[config.mk]
export PLATFORM = sky130hd
export DESIGN_NAME = i2c_regfile_slave
export DESIGN_NICKNAME = d
export VERILOG_FILES = /design/src/rtl/i2c_rf_pkg.sv /design/src/rtl/i2c_line_sync.sv /design/src/rtl/i2c_ptr_unit.sv /design/src/rtl/i2c_byte_shift.sv /design/src/rtl/i2c_regfile_slave.sv
export SDC_FILE = /design/constraint.sdc
export NUM_CORES = 1
export LEC_CHECK = 0
export ABC_CLOCK_PERIOD_IN_PS = 3100
export BUFFER_PORTS_ARGS = -buffer_cell sky130_fd_sc_hd__buf_2
export CAP_MARGIN = 20
export CORE_MARGIN = 3
export CORE_UTILIZATION = 56
export DETAILED_ROUTE_END_ITERATION = 7
export GPL_ROUTABILITY_DRIVEN = 0
export GPL_TIMING_DRIVEN = 0
export PLACE_DENSITY = 0.82
export REMOVE_ABC_BUFFERS = 1
export SYNTH_ARGS = -nofsm -noshare
export SYNTH_HDL_FRONTEND = slang
export SYNTH_SLANG_ARGS = --single-unit
[constraint.sdc]
create_clock -name clk -period 3.1 [get_ports clk]
set_clock_uncertainty 0.2 [all_clocks]
set_input_delay 0.31 -clock clk [delete_from_list [all_inputs] [get_ports clk]]
set_output_delay 0.31 -clock clk [all_outputs]
set_load 0.02 [all_outputs]
[src/rtl/i2c_rf_pkg.sv]
package i2c_rf_pkg;

    localparam int          PTR_W    = 8;
    localparam int          CNT_W    = 4;
    localparam logic [7:0]  PTR_CEIL = 8'h7F;

    typedef enum logic [2:0] {
        ST_IDLE,
        ST_ADDR,
        ST_CMD,
        ST_WRITE,
        ST_READ,
        ST_SKIP
    } xfer_st_e;

    typedef struct packed {
        logic scl_rise;
        logic scl_fall;
        logic start;
        logic stop;
        logic sda;
    } bus_evt_t;

    function automatic logic [PTR_W-1:0] ptr_next(input logic [PTR_W-1:0] p);
        return (p >= PTR_CEIL) ? p : p + 1'b1;
    endfunction

    function automatic logic addr_match(input logic [7:0] b,
                                        input logic [5:0] hi,
                                        input logic       lsb);
        return b[7:1] == {hi, lsb};
    endfunction

endpackage

[src/rtl/i2c_line_sync.sv]
module i2c_line_sync
    import i2c_rf_pkg::*;
#(
    parameter int STAGES = 2
) (
    input  logic     clk,
    input  logic     rst,
    input  logic     scl_i,
    input  logic     sda_i,
    output bus_evt_t evt
);
    logic [STAGES-1:0] scl_pipe;
    logic [STAGES-1:0] sda_pipe;
    logic              scl_q;
    logic              sda_q;
    logic              scl_s;
    logic              sda_s;

    assign scl_s = scl_pipe[STAGES-1];
    assign sda_s = sda_pipe[STAGES-1];

    always_ff @(posedge clk) begin
        if (rst) begin
            scl_pipe <= '1;
            sda_pipe <= '1;
            scl_q    <= 1'b1;
            sda_q    <= 1'b1;
        end else begin
            scl_pipe <= {scl_pipe[STAGES-2:0], scl_i};
            sda_pipe <= {sda_pipe[STAGES-2:0], sda_i};
            scl_q    <= scl_s;
            sda_q    <= sda_s;
        end
    end

    always_comb begin
        evt.scl_rise = scl_s & ~scl_q;
        evt.scl_fall = ~scl_s & scl_q;
        evt.start    = scl_s & scl_q & sda_q & ~sda_s;
        evt.stop     = scl_s & scl_q & ~sda_q & sda_s;
        evt.sda      = sda_s;
    end

endmodule

[src/rtl/i2c_ptr_unit.sv]
module i2c_ptr_unit
    import i2c_rf_pkg::*;
(
    input  logic             clk,
    input  logic             rst,
    input  logic             load,
    input  logic [PTR_W-1:0] load_val,
    input  logic             adv,
    output logic [PTR_W-1:0] ptr
);
    always_ff @(posedge clk) begin
        if (rst)       ptr <= '0;
        else if (load) ptr <= load_val;
        else if (adv)  ptr <= ptr_next(ptr);
    end
endmodule

[src/rtl/i2c_byte_shift.sv]
module i2c_byte_shift (
    input  logic       clk,
    input  logic       rst,
    input  logic       rx_en,
    input  logic       rx_bit,
    input  logic       tx_load,
    input  logic [7:0] tx_val,
    output logic [7:0] rx_byte,
    output logic [7:0] tx_byte
);
    always_ff @(posedge clk) begin
        if (rst) begin
            rx_byte <= '0;
            tx_byte <= '0;
        end else begin
            if (rx_en)   rx_byte <= {rx_byte[6:0], rx_bit};
            if (tx_load) tx_byte <= tx_val;
        end
    end
endmodule

[src/rtl/i2c_regfile_slave.sv]
module i2c_regfile_slave
    import i2c_rf_pkg::*;
#(
    parameter logic [5:0] ADDR_HI     = 6'b011100,
    parameter int          SYNC_STAGES = 2
) (
    input  logic             clk,
    input  logic             rst,
    input  logic             scl_i,
    input  logic             sda_i,
    output logic             sda_oe,
    input  logic             addr_lsb,
    output logic [PTR_W-1:0] reg_addr,
    output logic [7:0]       reg_wdata,
    output logic             reg_we,
    input  logic [7:0]       reg_rdata,
    input  logic             reg_hit,
    input  logic             reg_ro
);
    bus_evt_t         evt;
    xfer_st_e         st;
    logic [CNT_W-1:0] bitcnt;
    logic             rw;
    logic             mack;
    logic [7:0]       rx_byte;
    logic [7:0]       tx_byte;
    logic [7:0]       tx_val;
    logic             rx_en;
    logic             tx_load;
    logic             fall8;
    logic             fall9;
    logic             ptr_load;
    logic             ptr_adv;
    logic             active;

    i2c_line_sync #(.STAGES(SYNC_STAGES)) u_sync (
        .clk   (clk),
        .rst   (rst),
        .scl_i (scl_i),
        .sda_i (sda_i),
        .evt   (evt)
    );

    i2c_byte_shift u_shift (
        .clk     (clk),
        .rst     (rst),
        .rx_en   (rx_en),
        .rx_bit  (evt.sda),
        .tx_load (tx_load),
        .tx_val  (tx_val),
        .rx_byte (rx_byte),
        .tx_byte (tx_byte)
    );

    i2c_ptr_unit u_ptr (
        .clk      (clk),
        .rst      (rst),
        .load     (ptr_load),
        .load_val (rx_byte),
        .adv      (ptr_adv),
        .ptr      (reg_addr)
    );

    assign active = (st != ST_IDLE) && (st != ST_SKIP) && !evt.start && !evt.stop;
    assign fall8  = active && evt.scl_fall && (bitcnt == CNT_W'(8));
    assign fall9  = active && evt.scl_fall && (bitcnt == CNT_W'(9));
    assign rx_en  = active && evt.scl_rise && (bitcnt < CNT_W'(8))
                    && (st == ST_ADDR || st == ST_CMD || st == ST_WRITE);

    assign tx_val   = reg_hit ? reg_rdata : 8'h00;
    assign tx_load  = fall9 && ((st == ST_ADDR && rw) || (st == ST_READ && mack));
    assign ptr_load = fall8 && (st == ST_CMD);
    assign ptr_adv  = (fall8 && st == ST_WRITE) || tx_load;

    assign reg_we    = fall8 && (st == ST_WRITE) && !reg_ro;
    assign reg_wdata = rx_byte;

    always_ff @(posedge clk) begin
        if (rst) begin
            st     <= ST_IDLE;
            bitcnt <= '0;
            sda_oe <= 1'b0;
            rw     <= 1'b0;
            mack   <= 1'b0;
        end else if (evt.start) begin
            st     <= ST_ADDR;
            bitcnt <= '0;
            sda_oe <= 1'b0;
        end else if (evt.stop) begin
            st     <= ST_IDLE;
            bitcnt <= '0;
            sda_oe <= 1'b0;
        end else if (active) begin
            if (evt.scl_rise) begin
                if (st == ST_READ && bitcnt == CNT_W'(8)) mack <= ~evt.sda;
                if (bitcnt != CNT_W'(9)) bitcnt <= bitcnt + 1'b1;
            end else if (evt.scl_fall) begin
                if (bitcnt == CNT_W'(8)) begin
                    unique case (st)
                        ST_ADDR: begin
                            if (addr_match(rx_byte, ADDR_HI, addr_lsb)) begin
                                sda_oe <= 1'b1;
                                rw     <= rx_byte[0];
                            end else begin
                                st <= ST_SKIP;
                            end
                        end
                        ST_CMD, ST_WRITE: sda_oe <= 1'b1;
                        ST_READ:          sda_oe <= 1'b0;
                        default:          sda_oe <= 1'b0;
                    endcase
                end else if (bitcnt == CNT_W'(9)) begin
                    bitcnt <= '0;
                    sda_oe <= 1'b0;
                    unique case (st)
                        ST_ADDR: begin
                            st <= rw ? ST_READ : ST_CMD;
                            if (rw) sda_oe <= ~tx_val[7];
                        end
                        ST_CMD:  st <= ST_WRITE;
                        ST_READ: begin
                            if (mack) sda_oe <= ~tx_val[7];
                            else      st     <= ST_SKIP;
                        end
                        default: st <= st;
                    endcase
                end else if (st == ST_READ && bitcnt != '0) begin
                    sda_oe <= ~tx_byte[3'(4'd7 - bitcnt)];
                end
            end
        end
    end

endmodule

==> results of run 1 <==
stage by stage:
stage	utilization, %	std cells
global placement	62.9	313
finish	65.5	322
detailed placement	62.9	313
CTS	65.5	322
global route	65.5	322
floorplan	-	233
cell usage after synthesis, types with 2 or more instances:
| master | instances |
|---|---|
| sky130_fd_sc_hd__and2_1 | 2 |
| sky130_fd_sc_hd__nor2b_1 | 2 |
| sky130_fd_sc_hd__xnor2_1 | 4 |
| sky130_fd_sc_hd__nand4_1 | 3 |
| sky130_fd_sc_hd__or2_2 | 6 |
| sky130_fd_sc_hd__a21oi_1 | 11 |
| sky130_fd_sc_hd__xor2_1 | 4 |
| sky130_fd_sc_hd__or3_1 | 4 |
| sky130_fd_sc_hd__a211oi_1 | 9 |
| sky130_fd_sc_hd__o21ai_0 | 3 |
| sky130_fd_sc_hd__nand3b_1 | 4 |
| sky130_fd_sc_hd__dfxtp_1 | 40 |
| sky130_fd_sc_hd__a31oi_1 | 2 |
| sky130_fd_sc_hd__clkbuf_1 | 8 |
| sky130_fd_sc_hd__nand3_1 | 12 |
| sky130_fd_sc_hd__ha_1 | 7 |
| sky130_fd_sc_hd__mux2i_1 | 12 |
| sky130_fd_sc_hd__nor3_1 | 4 |
| sky130_fd_sc_hd__nor2_1 | 27 |
| sky130_fd_sc_hd__or4b_1 | 2 |
| sky130_fd_sc_hd__mux4_2 | 2 |
| sky130_fd_sc_hd__nand2b_1 | 3 |
| sky130_fd_sc_hd__buf_2 | 5 |
| sky130_fd_sc_hd__a2111oi_2 | 3 |
| sky130_fd_sc_hd__and3_1 | 4 |
| sky130_fd_sc_hd__nand4_2 | 2 |
| sky130_fd_sc_hd__and4_1 | 2 |
| sky130_fd_sc_hd__inv_1 | 15 |
| sky130_fd_sc_hd__nand2_1 | 17 |
| sky130_fd_sc_hd__o22ai_1 | 2 |
power groups by stage:
stage / clock (uW) / combinational, uW / sequential (uW)
detailed placement: 0 / 38.0 / 532
finish: 345 / 39.6 / 520
global route: 369 / 44.2 / 520
floorplan: 0 / 17.0 / 531
global placement: 0 / 37.1 / 532
CTS: 349 / 39.6 / 520
flip-flops by register name (all words and copies together), names as in the netlist:
register / flops
u_sync.sda_pipe: 2
u_sync.scl_pipe: 2
rw: 1
sda_oe: 1
u_shift.tx_byte: 8
u_sync.sda_q: 1
u_ptr.ptr: 8
u_shift.rx_byte: 8
mack: 1
bitcnt: 4
u_sync.scl_q: 1
st: 3
worst paths after layout:
path / startpoint / to / slack (ps)
worst min register to register: u_sync.scl_pipe[0] / u_sync.scl_pipe[1] / 210
worst min-delay path: sda_i / u_sync.sda_pipe[0] / 7
worst max register to register: bitcnt[0] / u_ptr.ptr[2] / 510
worst max-delay path: bitcnt[0] / u_ptr.ptr[2] / 510
routing by layer:
layer	routed length (um)	track usage [%]
met4	87	9.93
met5	0	0
met3	275	4.21
met2	2220	33.6
met1	2210	30.7
logic make-up after synthesis:
group / after synthesis
xor+xnor: 8
mux: 16
compound gates: 48
buf+inv: 30
fa+ha+maj: 7
simple gates: 99
flops: 40
cell usage in the layout, fill, tap and decap left out, types with 2 or more instances in the layout:
cell                        instances
sky130_fd_sc_hd__a2111oi_2          3
sky130_fd_sc_hd__a211oi_1           9
sky130_fd_sc_hd__a21oi_1           11
sky130_fd_sc_hd__a31oi_1            2
sky130_fd_sc_hd__and2_1             2
sky130_fd_sc_hd__and3_1             4
sky130_fd_sc_hd__and4_1             2
sky130_fd_sc_hd__buf_2             32
sky130_fd_sc_hd__clkbuf_8           5
sky130_fd_sc_hd__dfxtp_1           40
sky130_fd_sc_hd__ha_1               7
sky130_fd_sc_hd__inv_1             15
sky130_fd_sc_hd__mux2i_1           12
sky130_fd_sc_hd__mux4_2             2
sky130_fd_sc_hd__nand2_1           17
sky130_fd_sc_hd__nand2b_1           3
sky130_fd_sc_hd__nand3_1           12
sky130_fd_sc_hd__nand3b_1           4
sky130_fd_sc_hd__nand4_1            3
sky130_fd_sc_hd__nand4_2            2
sky130_fd_sc_hd__nor2_1            27
sky130_fd_sc_hd__nor2b_1            2
sky130_fd_sc_hd__nor3_1             4
sky130_fd_sc_hd__o21ai_0            3
sky130_fd_sc_hd__o22ai_1            2
sky130_fd_sc_hd__or2_2              6
sky130_fd_sc_hd__or3_1              4
sky130_fd_sc_hd__or4b_1             2
sky130_fd_sc_hd__xnor2_1            4
sky130_fd_sc_hd__xor2_1             4
area by class of cell:
class                   count  area, sq um  share of cell area (%)
flip-flops and latches     40          801                    32.9
repair buffers             33          170                    6.99
clock inverters             2         16.3                   0.668
well taps                  48         60.1                    2.47
clock buffers               6         72.6                    2.98
inverters                  15         56.3                    2.31
multi-input cells         178         1260                    51.7
==> Flow_metrics.wiki, run 1 <==
{| class="wikitable"
! Metric !! Value
|-
| DIE AREA || 0.00470 sq mm
|-
| CTS buffer count || 5
|-
| Pwr Density || 372 mW/mm^2
|-
| Adder and majority gate portion of the synthesized area || 4.00%
|-
| Number of flops mapped to enable cells by yosys || 0
|-
| Count of inserted antenna diode cells || 0
|-
| Switching power as a share of total power || 23.5%
|-
| Number of global-route vias before repair || 1689
|-
| Share of flip-flops with an asynchronous set or reset || 0%
|-
| Multiplexer area fraction after synthesis || 8.57%
|-
| Count of cells along the worst register-to-register path || 5
|-
| Dominant combinational cell family by area after synthesis || simple AND/OR/NAND/NOR gates
|-
| Number of gates resized after cts || 0
|-
| Number of sinks driven by the clock tree || 40
|-
| Largest delay contributor family on the critical path || simple AND/OR/NAND/NOR gates
|-
| Final setup margin || 510 ps
|-
| Wire length of the first global-routing pass || 7870 um
|-
| Sequential fraction of design power || 57.4%
|-
| Per-instance average area after synthesis || 8.83 sq um
|-
| Post-detailed-routing wire length || 4790 um
|-
| Shortest period the worst path allows || 2590 ps
|-
| Main synth FF type || sky130_fd_sc_hd__dfxtp_1
|-
| Count of buffer and inverter cells on the critical path || 0
|-
| Detailed-route wire length per cell || 14.9 um
|-
| FF+latch count, synth || 40
|-
| Share of the cycle needed by the critical path after routing || 83.5%
|-
| Number of iterations in the first detailed-routing pass || 6
|-
| I/O pin total || 33
|-
| Final Hold Viols || 0
|-
| Min Hold Slack || 6.99 ps
|-
| Number of buffer cells added on primary ports || 32
|-
| TritonCTS clock tree || yes
|-
| Count of different cell masters after synthesis || 57
|-
| Result of the run || complete, but fails checks
|-
| Number of hold-repair buffers added at the cts stage || 1
|-
| Required arrival time at the worst endpoint || 3090 ps
|-
| Number of violations of the max-capacitance limit || 0
|-
| Number of antenna violations at the first check in global routing || 0
|-
| Cell accounting for the most synthesized area || sky130_fd_sc_hd__dfxtp_1
|-
| Synthesis warning total || 0
|-
| Htree depth || 2
|-
| Post-route cell area || 0.00243 sq mm
|-
| Largest fanout on the critical path || 16
|-
| Final HPWL from detailed placement || 3380 um
|-
| Number of cells on the worst hold path || 2
|-
| Peak ir drop on the vdd network || 0.289 mV
|-
| Area delta synth->final || 11.2%
|-
| Initial drt markers || 210
|-
| Fraction of the mapped netlist area in compound gates || 17.4%
|-
| Largest net degree at the start of global routing || 36
|-
| Cell depth of the worst setup path || 5
|-
| Startpoint type of the worst setup path || flip-flop
|-
| Part of the power in combinational logic || 4.4%
|-
| Setup Viol. Count Final || 0
|-
| Cell area after synthesis || 0.00219 sq mm
|-
| Clk Latency, worst-skew pair || 290 ps
|-
| Global Route Usage Sum || 22.3%
|-
| Yosys top cell area share || 36.6%
|-
| XOR/XNOR Fraction of Synth Area || 3.20%
|-
| Violations in the final reports || design-rule violations
|-
| Least-Margin Pin Slew || 588 ps
|-
| Final ANT Viol Nets || 0
|-
| Classification of the worst-slack hold path || in2reg
|-
| Global route overflow || 0
|-
| Lkg Pwr || 0.000940 uW
|-
| Maximum clock frequency || 386 MHz
|-
| Via total after detailed routing || 1910
|-
| Fin. max-slew vios || 0
|-
| Leading cell types by total area after synthesis || sky130_fd_sc_hd__dfxtp_1 (37%), sky130_fd_sc_hd__mux2i_1 (5.5%), sky130_fd_sc_hd__nor2_1 (4.6%), sky130_fd_sc_hd__ha_1 (4.0%), sky130_fd_sc_hd__a211oi_1 (3.1%)
|-
| Worst slew margin || 60.8%
|-
| Setup repair after global routing missed its margin || no
|-
| Instance area at placement || 0.00234 sq mm
|-
| Internal power contribution || 692 uW
|-
| Final Total Pwr || 905 uW
|-
| Crit. End Element || flip-flop
|-
| Simple-gate area share of the yosys netlist || 24.3%
|-
| Die Wd || 68.5 um
|-
| Clock root buffer || sky130_fd_sc_hd__clkbuf_8
|-
| Slowest cell delay on critical path || 720 ps
|-
| Via-to-Cell Ratio || 5.93
|-
| Clock slew at reported path FFs || 80 ps
|-
| Setup Total Neg Slack || 0 ps
|-
| Effective utilization at floorplan || 58.9%
|-
| Final #Nets || 295
|-
| Share of the yosys chip area belonging to registers || 36.6%
|-
| Chain of cells forming the critical path || or4b_1 -> nor2_2 -> nand4_2 -> nor2b_1 -> a2111oi_2
|-
| Height of the chip || 68.5 um
|-
| Arrival time of data at the critical path endpoint || 2580 ps
|-
| Number of rows in the core area || 22
|-
| Clock power share || 38.2%
|-
| Number of filler instances in the final layout || 329
|-
| Number of post-CTS setup repair buffers || 0
|-
| Cell with the largest stage delay on the worst path || sky130_fd_sc_hd__or4b_1
|-
| Crit Path Class || reg2reg
|-
| Pre-CTS setup slack || 563 ps
|-
| Mapped Cells || 248
|-
| Share of final-layout standard cells stronger than drive strength 1 || 21.5%
|-
| Buffers from clock root to sink, at most || 2
|-
| Placeable core area || 0.00372 sq mm
|-
| DRC violation count after routing || 2
|-
| Net Sw Power || 213 uW
|}
Note: power is estimated with default switching activity, not from simulation.
==> inputs of run 2 (changes only) <==
ABC_CLOCK_PERIOD_IN_PS = 2400   (was 3100)
clock period = 2.4 ns   (was 3.1 ns; I/O delays follow)
==> run 2 against run 1 <==
Critical path depth is 2 higher. Critical endpoint is now bitcnt[2]. The flow now finishes without violations. Core utilization increased by 3.5 points. Highest routed layer unchanged. Hold slack better by 3.4 ps. Design area increased by 5.3%. Clock-buffer cell count is the same. Sequential share of layout area shrank 1.2 points.
==> Flow_metrics.wiki, run 2 (same netlist as run 1, synthesis figures left out) <==
{| class="wikitable"
! Metric !! Value
|-
| Count of cells along the worst register-to-register path || 7 (+2)
|-
| Clk Latency, worst-skew pair || 290 ps (about the same)
|-
| TritonCTS clock tree || yes
|-
| Crit. End Element || flip-flop
|-
| Clock root buffer || sky130_fd_sc_hd__clkbuf_8
|-
| Die Wd || 68.5 um (unchanged)
|-
| Peak ir drop on the vdd network || 0.404 mV (+40%)
|-
| Placeable core area || 0.00372 sq mm (unchanged)
|-
| Worst min-delay path endpoint || u_shift.tx_byte[0]
|-
| Result of the run || finished clean
|-
| Number of buffer cells added on primary ports || 32 (unchanged)
|-
| Wire length of the first global-routing pass || 7970 um (+1.3%)
|-
| Startpoint type of the worst setup path || flip-flop
|-
| Height of the chip || 68.5 um (unchanged)
|-
| Final #Nets || 304 (+3.1%)
|-
| Largest net degree at the start of global routing || 36 (unchanged)
|-
| Buffers from clock root to sink, at most || 2 (unchanged)
|-
| Final Hold Viols || 0 (unchanged)
|-
| Slowest cell delay on critical path || 420 ps (-300 ps)
|-
| Largest fanout on the critical path || 8 (-8)
|-
| Crit Path Class || reg2reg
|-
| Min Hold Slack || 10.4 ps (+3.37 ps)
|-
| Htree depth || 2 (unchanged)
|-
| Launch instance of the worst min-delay path || reg_rdata[0]
|-
| Setup Viol. Count Final || 0 (unchanged)
|-
| Share of the cycle needed by the critical path after routing || 99.7% (+16 points)
|-
| Post-route cell area || 0.00256 sq mm (+5.3%)
|-
| Global Route Usage Sum || 22.5% (+0.27 points)
|-
| Via total after detailed routing || 1978 (+3.6%)
|-
| Final standard cell utilization of the core || 69.0% (+3.5 points)
|-
| Leading cell type in the layout, fill and taps excluded || sky130_fd_sc_hd__dfxtp_1
|-
| Detailed-route wire length per cell || 15.6 um (+4.5%)
|-
| Arrival time of data at the critical path endpoint || 2410 ps (-170 ps)
|-
| Post-detailed-routing wire length || 5150 um (+7.4%)
|-
| Pwr Density || 457 mW/mm^2 (+23%)
|-
| I/O pin total || 33 (unchanged)
|-
| Number of iterations in the first detailed-routing pass || 7 (+1)
|-
| CTS buffer count || 5 (unchanged)
|-
| Effective utilization at floorplan || 58.9% (unchanged)
|-
| Pre-CTS setup slack || -137 ps (-700 ps)
|-
| Maximum clock frequency || 418 MHz (+8.2%)
|-
| End of the worst register-to-register path || bitcnt[2]
|-
| Initial drt markers || 157 (-25%)
|-
| Global route overflow || 0 (unchanged)
|-
| Largest delay contributor family on the critical path || simple AND/OR/NAND/NOR gates
|-
| Area of combinational cells with multiple inputs || 0.00131 sq mm (+3.9%)
|-
| Count of buffer and inverter cells on the critical path || 1 (+1)
|-
| DRC violation count after routing || 0 (-2)
|-
| Classification of the worst-slack hold path || in2reg
|-
| Worst slew margin || 60.1% (-0.77 points)
|-
| Area delta synth->final || 17.1%
|-
| Cell with the largest stage delay on the worst path || sky130_fd_sc_hd__or3_4
|-
| Lkg Pwr || 0.000998 uW (+6.1%)
|-
| Count of inserted antenna diode cells || 0 (unchanged)
|-
| Worst r2r src || bitcnt[1]
|-
| Final setup margin || 7.55 ps (-503 ps)
|-
| Reg area || 812 sq um (+1.4%)
|-
| Share of final-layout standard cells stronger than drive strength 1 || 29.0% (+7.4 points)
|-
| Number of violations of the max-capacitance limit || 0 (unchanged)
|-
| Leading cell types in the layout, fill and taps excluded || sky130_fd_sc_hd__dfxtp_1 (35), sky130_fd_sc_hd__buf_2 (32), sky130_fd_sc_hd__nor2_1 (27)
|-
| Setup Total Neg Slack || 0 ps (unchanged)
|-
| Number of global-route vias before repair || 1713 (+1.4%)
|-
| Clock slew at reported path FFs || 80 ps (about the same)
|-
| Least-Margin Pin Slew || 599 ps (+11.6 ps)
|-
| Chain of cells forming the critical path || inv_2 -> ha_1 -> nand3b_1 -> or3_4 -> a211o_1 -> or3_1 -> a211oi_2
|-
| Number of sinks driven by the clock tree || 40 (unchanged)
|-
| Final ANT Viol Nets || 0 (unchanged)
|-
| Leading registers by flop count || u_ptr.ptr: 8 flops, u_shift.rx_byte: 8 flops, u_shift.tx_byte: 8 flops
|-
| DIE AREA || 0.00470 sq mm (unchanged)
|-
| Final HPWL from detailed placement || 3380 um (unchanged)
|-
| Number of filler instances in the final layout || 311 (-5.5%)
|-
| Flop-to-flop setup slack || 8 ps (-500 ps)
|-
| Required arrival time at the worst endpoint || 2410 ps (-680 ps)
|-
| Via-to-Cell Ratio || 5.98 (+0.74%)
|-
| Instance area at placement || 0.00234 sq mm (unchanged)
|-
| Setup repair after global routing missed its margin || yes
|-
| Shortest period the worst path allows || 2390 ps (-197 ps)
|-
| Number of antenna violations at the first check in global routing || 0 (unchanged)
|-
| Fin. max-slew vios || 0 (unchanged)
|-
| Number of cells on the worst hold path || 3 (+1)
|-
| Number of rows in the core area || 22 (unchanged)
|}
run 2: where the power goes:
group	leakage (uW)	total [uW]	internal, uW	switching (uW)
sequential	0.000326	669	665	4.31
clock	0.0000414	448	207	242
combinational	0.000630	54.7	22.1	32.7
total	0.000998	1170	894	279
run 2: tightest hold or removal path, delay by kind of cell:
kind	cells	cell delay, ps
AOI/OAI and AO/OA	1	60
buffers and inverters	1	90
and+or+nand+nor	1	70
run 2: routing by layer:
layer	part of all wire, %	track usage, %	vias up
li1	-	-	956
met5	0	0	-
met4	1.6	9.43	0
met2	48	34.7	84
met1	44	30.9	929
met3	6.6	4.05	9
run 2: what timing repair did:
action | 4_1_cts | 5_1_grt
hold buffers | 2 | 0
pin swaps | 0 | 5
setup buffers | 0 | 8
endpoints found under the setup margin | 17 | 30
hold endpoints to repair | 2 | 0
resized for setup | 3 | 15
run 2: worst max path at each step:
stage	cells after the start	startpoint	to
4_1_cts	6	bitcnt[0]	bitcnt[3]
3_3_place_gp	5	bitcnt[0]	u_ptr.ptr[2]
6_report	7	bitcnt[1]	bitcnt[2]
5_1_grt	4	bitcnt[3]	reg_we
3_5_place_dp	5	bitcnt[0]	u_ptr.ptr[2]
2_1_floorplan	6	bitcnt[0]	bitcnt[3]
run 2: final cells by class:
class / count / area share [%]
Multi-Input combinational cell: 178 / 51.0
Sequential cell: 40 / 31.7
Timing Repair Buffer: 42 / 9.37
Clock buffer: 6 / 2.83
Tap cell: 48 / 2.34
Inverter: 15 / 2.20
Clock inverter: 2 / 0.634
run 2: stage by stage:
step,power [uW],instances
2_1_floorplan,708,233
3_3_place_gp,735,313
3_5_place_dp,736,313
4_1_cts,1180,323
5_1_grt,1210,331
6_report,1170,331
==> inputs of run 3 (changes only) <==
--- a/constraint.sdc
+++ b/constraint.sdc
@@ -4,2 +4,2 @@
 set_output_delay 0.24 -clock clk [all_outputs]
-set_load 0.02 [all_outputs]
+set_load 0.005 [all_outputs]
==> run 3 against run 2 <==
Total power increased by 0.47%. Non-clock buffer count rose by 2. Clock power barely moved. Register-to-register slack improved by 40 ps. Routed wire length is 7.7% higher. Critical path type unchanged. Highest routed layer unchanged.
==> Flow_metrics.wiki, run 3 (same netlist as run 1, synthesis figures left out) <==
{| class="wikitable"
! Metric !! Value
|-
| Result of the run || finished clean
|-
| Htree depth || 2 (unchanged)
|-
| Largest net degree at the start of global routing || 36 (unchanged)
|-
| Effective utilization at floorplan || 58.9% (unchanged)
|-
| Final #Nets || 306 (+0.66%)
|-
| Final Hold Viols || 0 (unchanged)
|-
| Startpoint type of the worst setup path || flip-flop
|-
| Initial drt markers || 281 (+79%)
|-
| Min Hold Slack || 9.06 ps (-1.30 ps)
|-
| Clk Latency, worst-skew pair || 300 ps (about the same)
|-
| Number of rows in the core area || 22 (unchanged)
|-
| Least-Margin Pin Slew || 616 ps (+16.3 ps)
|-
| TritonCTS clock tree || yes
|-
| Required arrival time at the worst endpoint || 2420 ps (about the same)
|-
| Crit. End Element || flip-flop
|-
| DRC violation count after routing || 0 (unchanged)
|-
| Number of instances in the placed design || 313 (unchanged)
|-
| Final Total Pwr || 1180 uW (+0.47%)
|-
| Share of final-layout standard cells stronger than drive strength 1 || 29.5% (+0.50 points)
|-
| Final ANT Viol Nets || 0 (unchanged)
|-
| Classification of the worst-slack hold path || in2reg
|-
| Buffers from clock root to sink, at most || 2 (unchanged)
|-
| Worst slew margin || 59.0% (-1.1 points)
|-
| Number of filler instances in the final layout || 294 (-5.5%)
|-
| Largest fanout on the critical path || 6 (-2)
|-
| Area delta synth->final || 19.1%
|-
| Fin. max-slew vios || 0 (unchanged)
|-
| Number of sinks driven by the clock tree || 40 (unchanged)
|-
| Setup Viol. Count Final || 0 (unchanged)
|-
| Peak ir drop on the vdd network || 0.391 mV (-3.2%)
|-
| Pwr Density || 451 mW/mm^2 (-1.2%)
|-
| Worst r2r src || bitcnt[1]
|-
| Clock root buffer || sky130_fd_sc_hd__clkbuf_8
|-
| Number of violations of the max-capacitance limit || 0 (unchanged)
|-
| Pre-CTS setup slack || -137 ps (unchanged)
|-
| Placeable core area || 0.00372 sq mm (unchanged)
|-
| Global route overflow || 0 (unchanged)
|-
| Height of the chip || 68.5 um (unchanged)
|-
| Worst min-delay path endpoint || u_shift.tx_byte[0]
|-
| Share of the cycle needed by the critical path after routing || 98.2% (-1.5 points)
|-
| Shortest period the worst path allows || 2360 ps (-36.1 ps)
|-
| Count of cells along the worst register-to-register path || 7 (unchanged)
|-
| Number of buffer cells added on primary ports || 32 (unchanged)
|-
| Detailed-route wire length per cell || 16.6 um (+7.0%)
|-
| Final setup margin || 43.6 ps (+36.1 ps)
|-
| Clock slew at reported path FFs || 80 ps (about the same)
|-
| End of the worst register-to-register path || bitcnt[2]
|-
| Setup Total Neg Slack || 0 ps (unchanged)
|-
| CTS buffer count || 5 (unchanged)
|-
| Leading cell type in the layout, fill and taps excluded || sky130_fd_sc_hd__dfxtp_1
|-
| DIE AREA || 0.00470 sq mm (unchanged)
|-
| Launch instance of the worst min-delay path || reg_rdata[0]
|-
| Post-detailed-routing wire length || 5540 um (+7.7%)
|-
| Leading registers by flop count || u_ptr.ptr: 8 flops, u_shift.rx_byte: 8 flops, u_shift.tx_byte: 8 flops
|-
| Number of antenna violations at the first check in global routing || 0 (unchanged)
|-
| Number of cells on the worst hold path || 3 (unchanged)
|-
| Arrival time of data at the critical path endpoint || 2380 ps (-30 ps)
|-
| Maximum clock frequency || 424 MHz (+1.5%)
|-
| Final standard cell count with taps included and fillers excluded || 333 (+0.60%)
|-
| Wire length of the first global-routing pass || 7970 um (unchanged)
|-
| Flop-to-flop setup slack || 40 ps (+40 ps)
|-
| Via-to-Cell Ratio || 6.23 (+4.3%)
|-
| Number of iterations in the first detailed-routing pass || 5 (-2)
|-
| I/O pin total || 33 (unchanged)
|-
| Via total after detailed routing || 2076 (+5.0%)
|-
| Global Route Usage Sum || 22.5% (unchanged)
|-
| Count of inserted antenna diode cells || 0 (unchanged)
|-
| Leading cell types in the layout, fill and taps excluded || sky130_fd_sc_hd__dfxtp_1 (34), sky130_fd_sc_hd__buf_2 (32), sky130_fd_sc_hd__nor2_1 (27)
|-
| Number of global-route vias before repair || 1713 (unchanged)
|-
| Crit Path Class || reg2reg
|-
| Die Wd || 68.5 um (unchanged)
|-
| Lkg Pwr || 0.00101 uW (+1.5%)
|-
| Final HPWL from detailed placement || 3380 um (unchanged)
|}
## run 3: worst max path at each step
| stage | endpoint | slack [ps] | from | cells after the start |
|---|---|---|---|---|
| 5_1_grt | u_ptr.ptr[3] | -60 | bitcnt[1] | 8 |
| 4_1_cts | bitcnt[3] | 8 | bitcnt[0] | 6 |
| 2_1_floorplan | bitcnt[3] | 80 | bitcnt[0] | 6 |
| 3_5_place_dp | u_ptr.ptr[2] | -140 | bitcnt[0] | 5 |
| 3_3_place_gp | u_ptr.ptr[2] | -130 | bitcnt[0] | 5 |
| 6_report | bitcnt[2] | 40 | bitcnt[1] | 7 |
## run 3: layout make-up
cell class                      count  area [sq um]  area share (%)
Tap cell                           48          60.1            2.30
Sequential cell                    40           813            31.2
Inverter                           15          56.3            2.16
Timing Repair Buffer               44           255            9.78
Multi-Input combinational cell    178          1340            51.2
Clock inverter                      2          16.3           0.624
Clock buffer                        6          72.6            2.78
## run 3: report_power, final
group / internal [uW] / switching, uW / leakage, uW
combinational: 22.2 / 35.2 / 0.000644
sequential: 665 / 4.48 / 0.000327
clock: 207 / 244 / 0.0000414
total: 894 / 284 / 0.00101
## run 3: timing repair
| item | CTS | global route |
|---|---|---|
| setup endpoints to repair | 17 | 30 |
| endpoints found under the hold margin | 2 | 0 |
| pin swaps | 0 | 6 |
| resized for setup | 3 | 19 |
| setup buffers | 0 | 10 |
| hold buffers | 2 | 0 |
## run 3: critical path, stage by stage, from the launching register on
cell and delay (ps):
sky130_fd_sc_hd__dfxtp_4 370, sky130_fd_sc_hd__inv_2 70, sky130_fd_sc_hd__ha_1 130, sky130_fd_sc_hd__nand3b_1 160, sky130_fd_sc_hd__or3_4 410, sky130_fd_sc_hd__a211o_1 360
sky130_fd_sc_hd__or3_4 380, sky130_fd_sc_hd__a211oi_2 180
## run 3: metrics by stage
stage	cell area (sq um)	util (%)
3_5_place_dp	2340	62.9
5_1_grt	2610	70.2
2_1_floorplan	2120	-
3_3_place_gp	2340	62.9
6_report	2610	70.2
4_1_cts	2460	66.1
## run 3: metal layers
metal	GRT usage [%]	share of wire, %	vias to the layer above
met4	9.43	1.9	0
li1	-	-	958
met5	0	0	-
met1	30.9	42	988
met3	4.05	7.6	12
met2	34.7	49	118
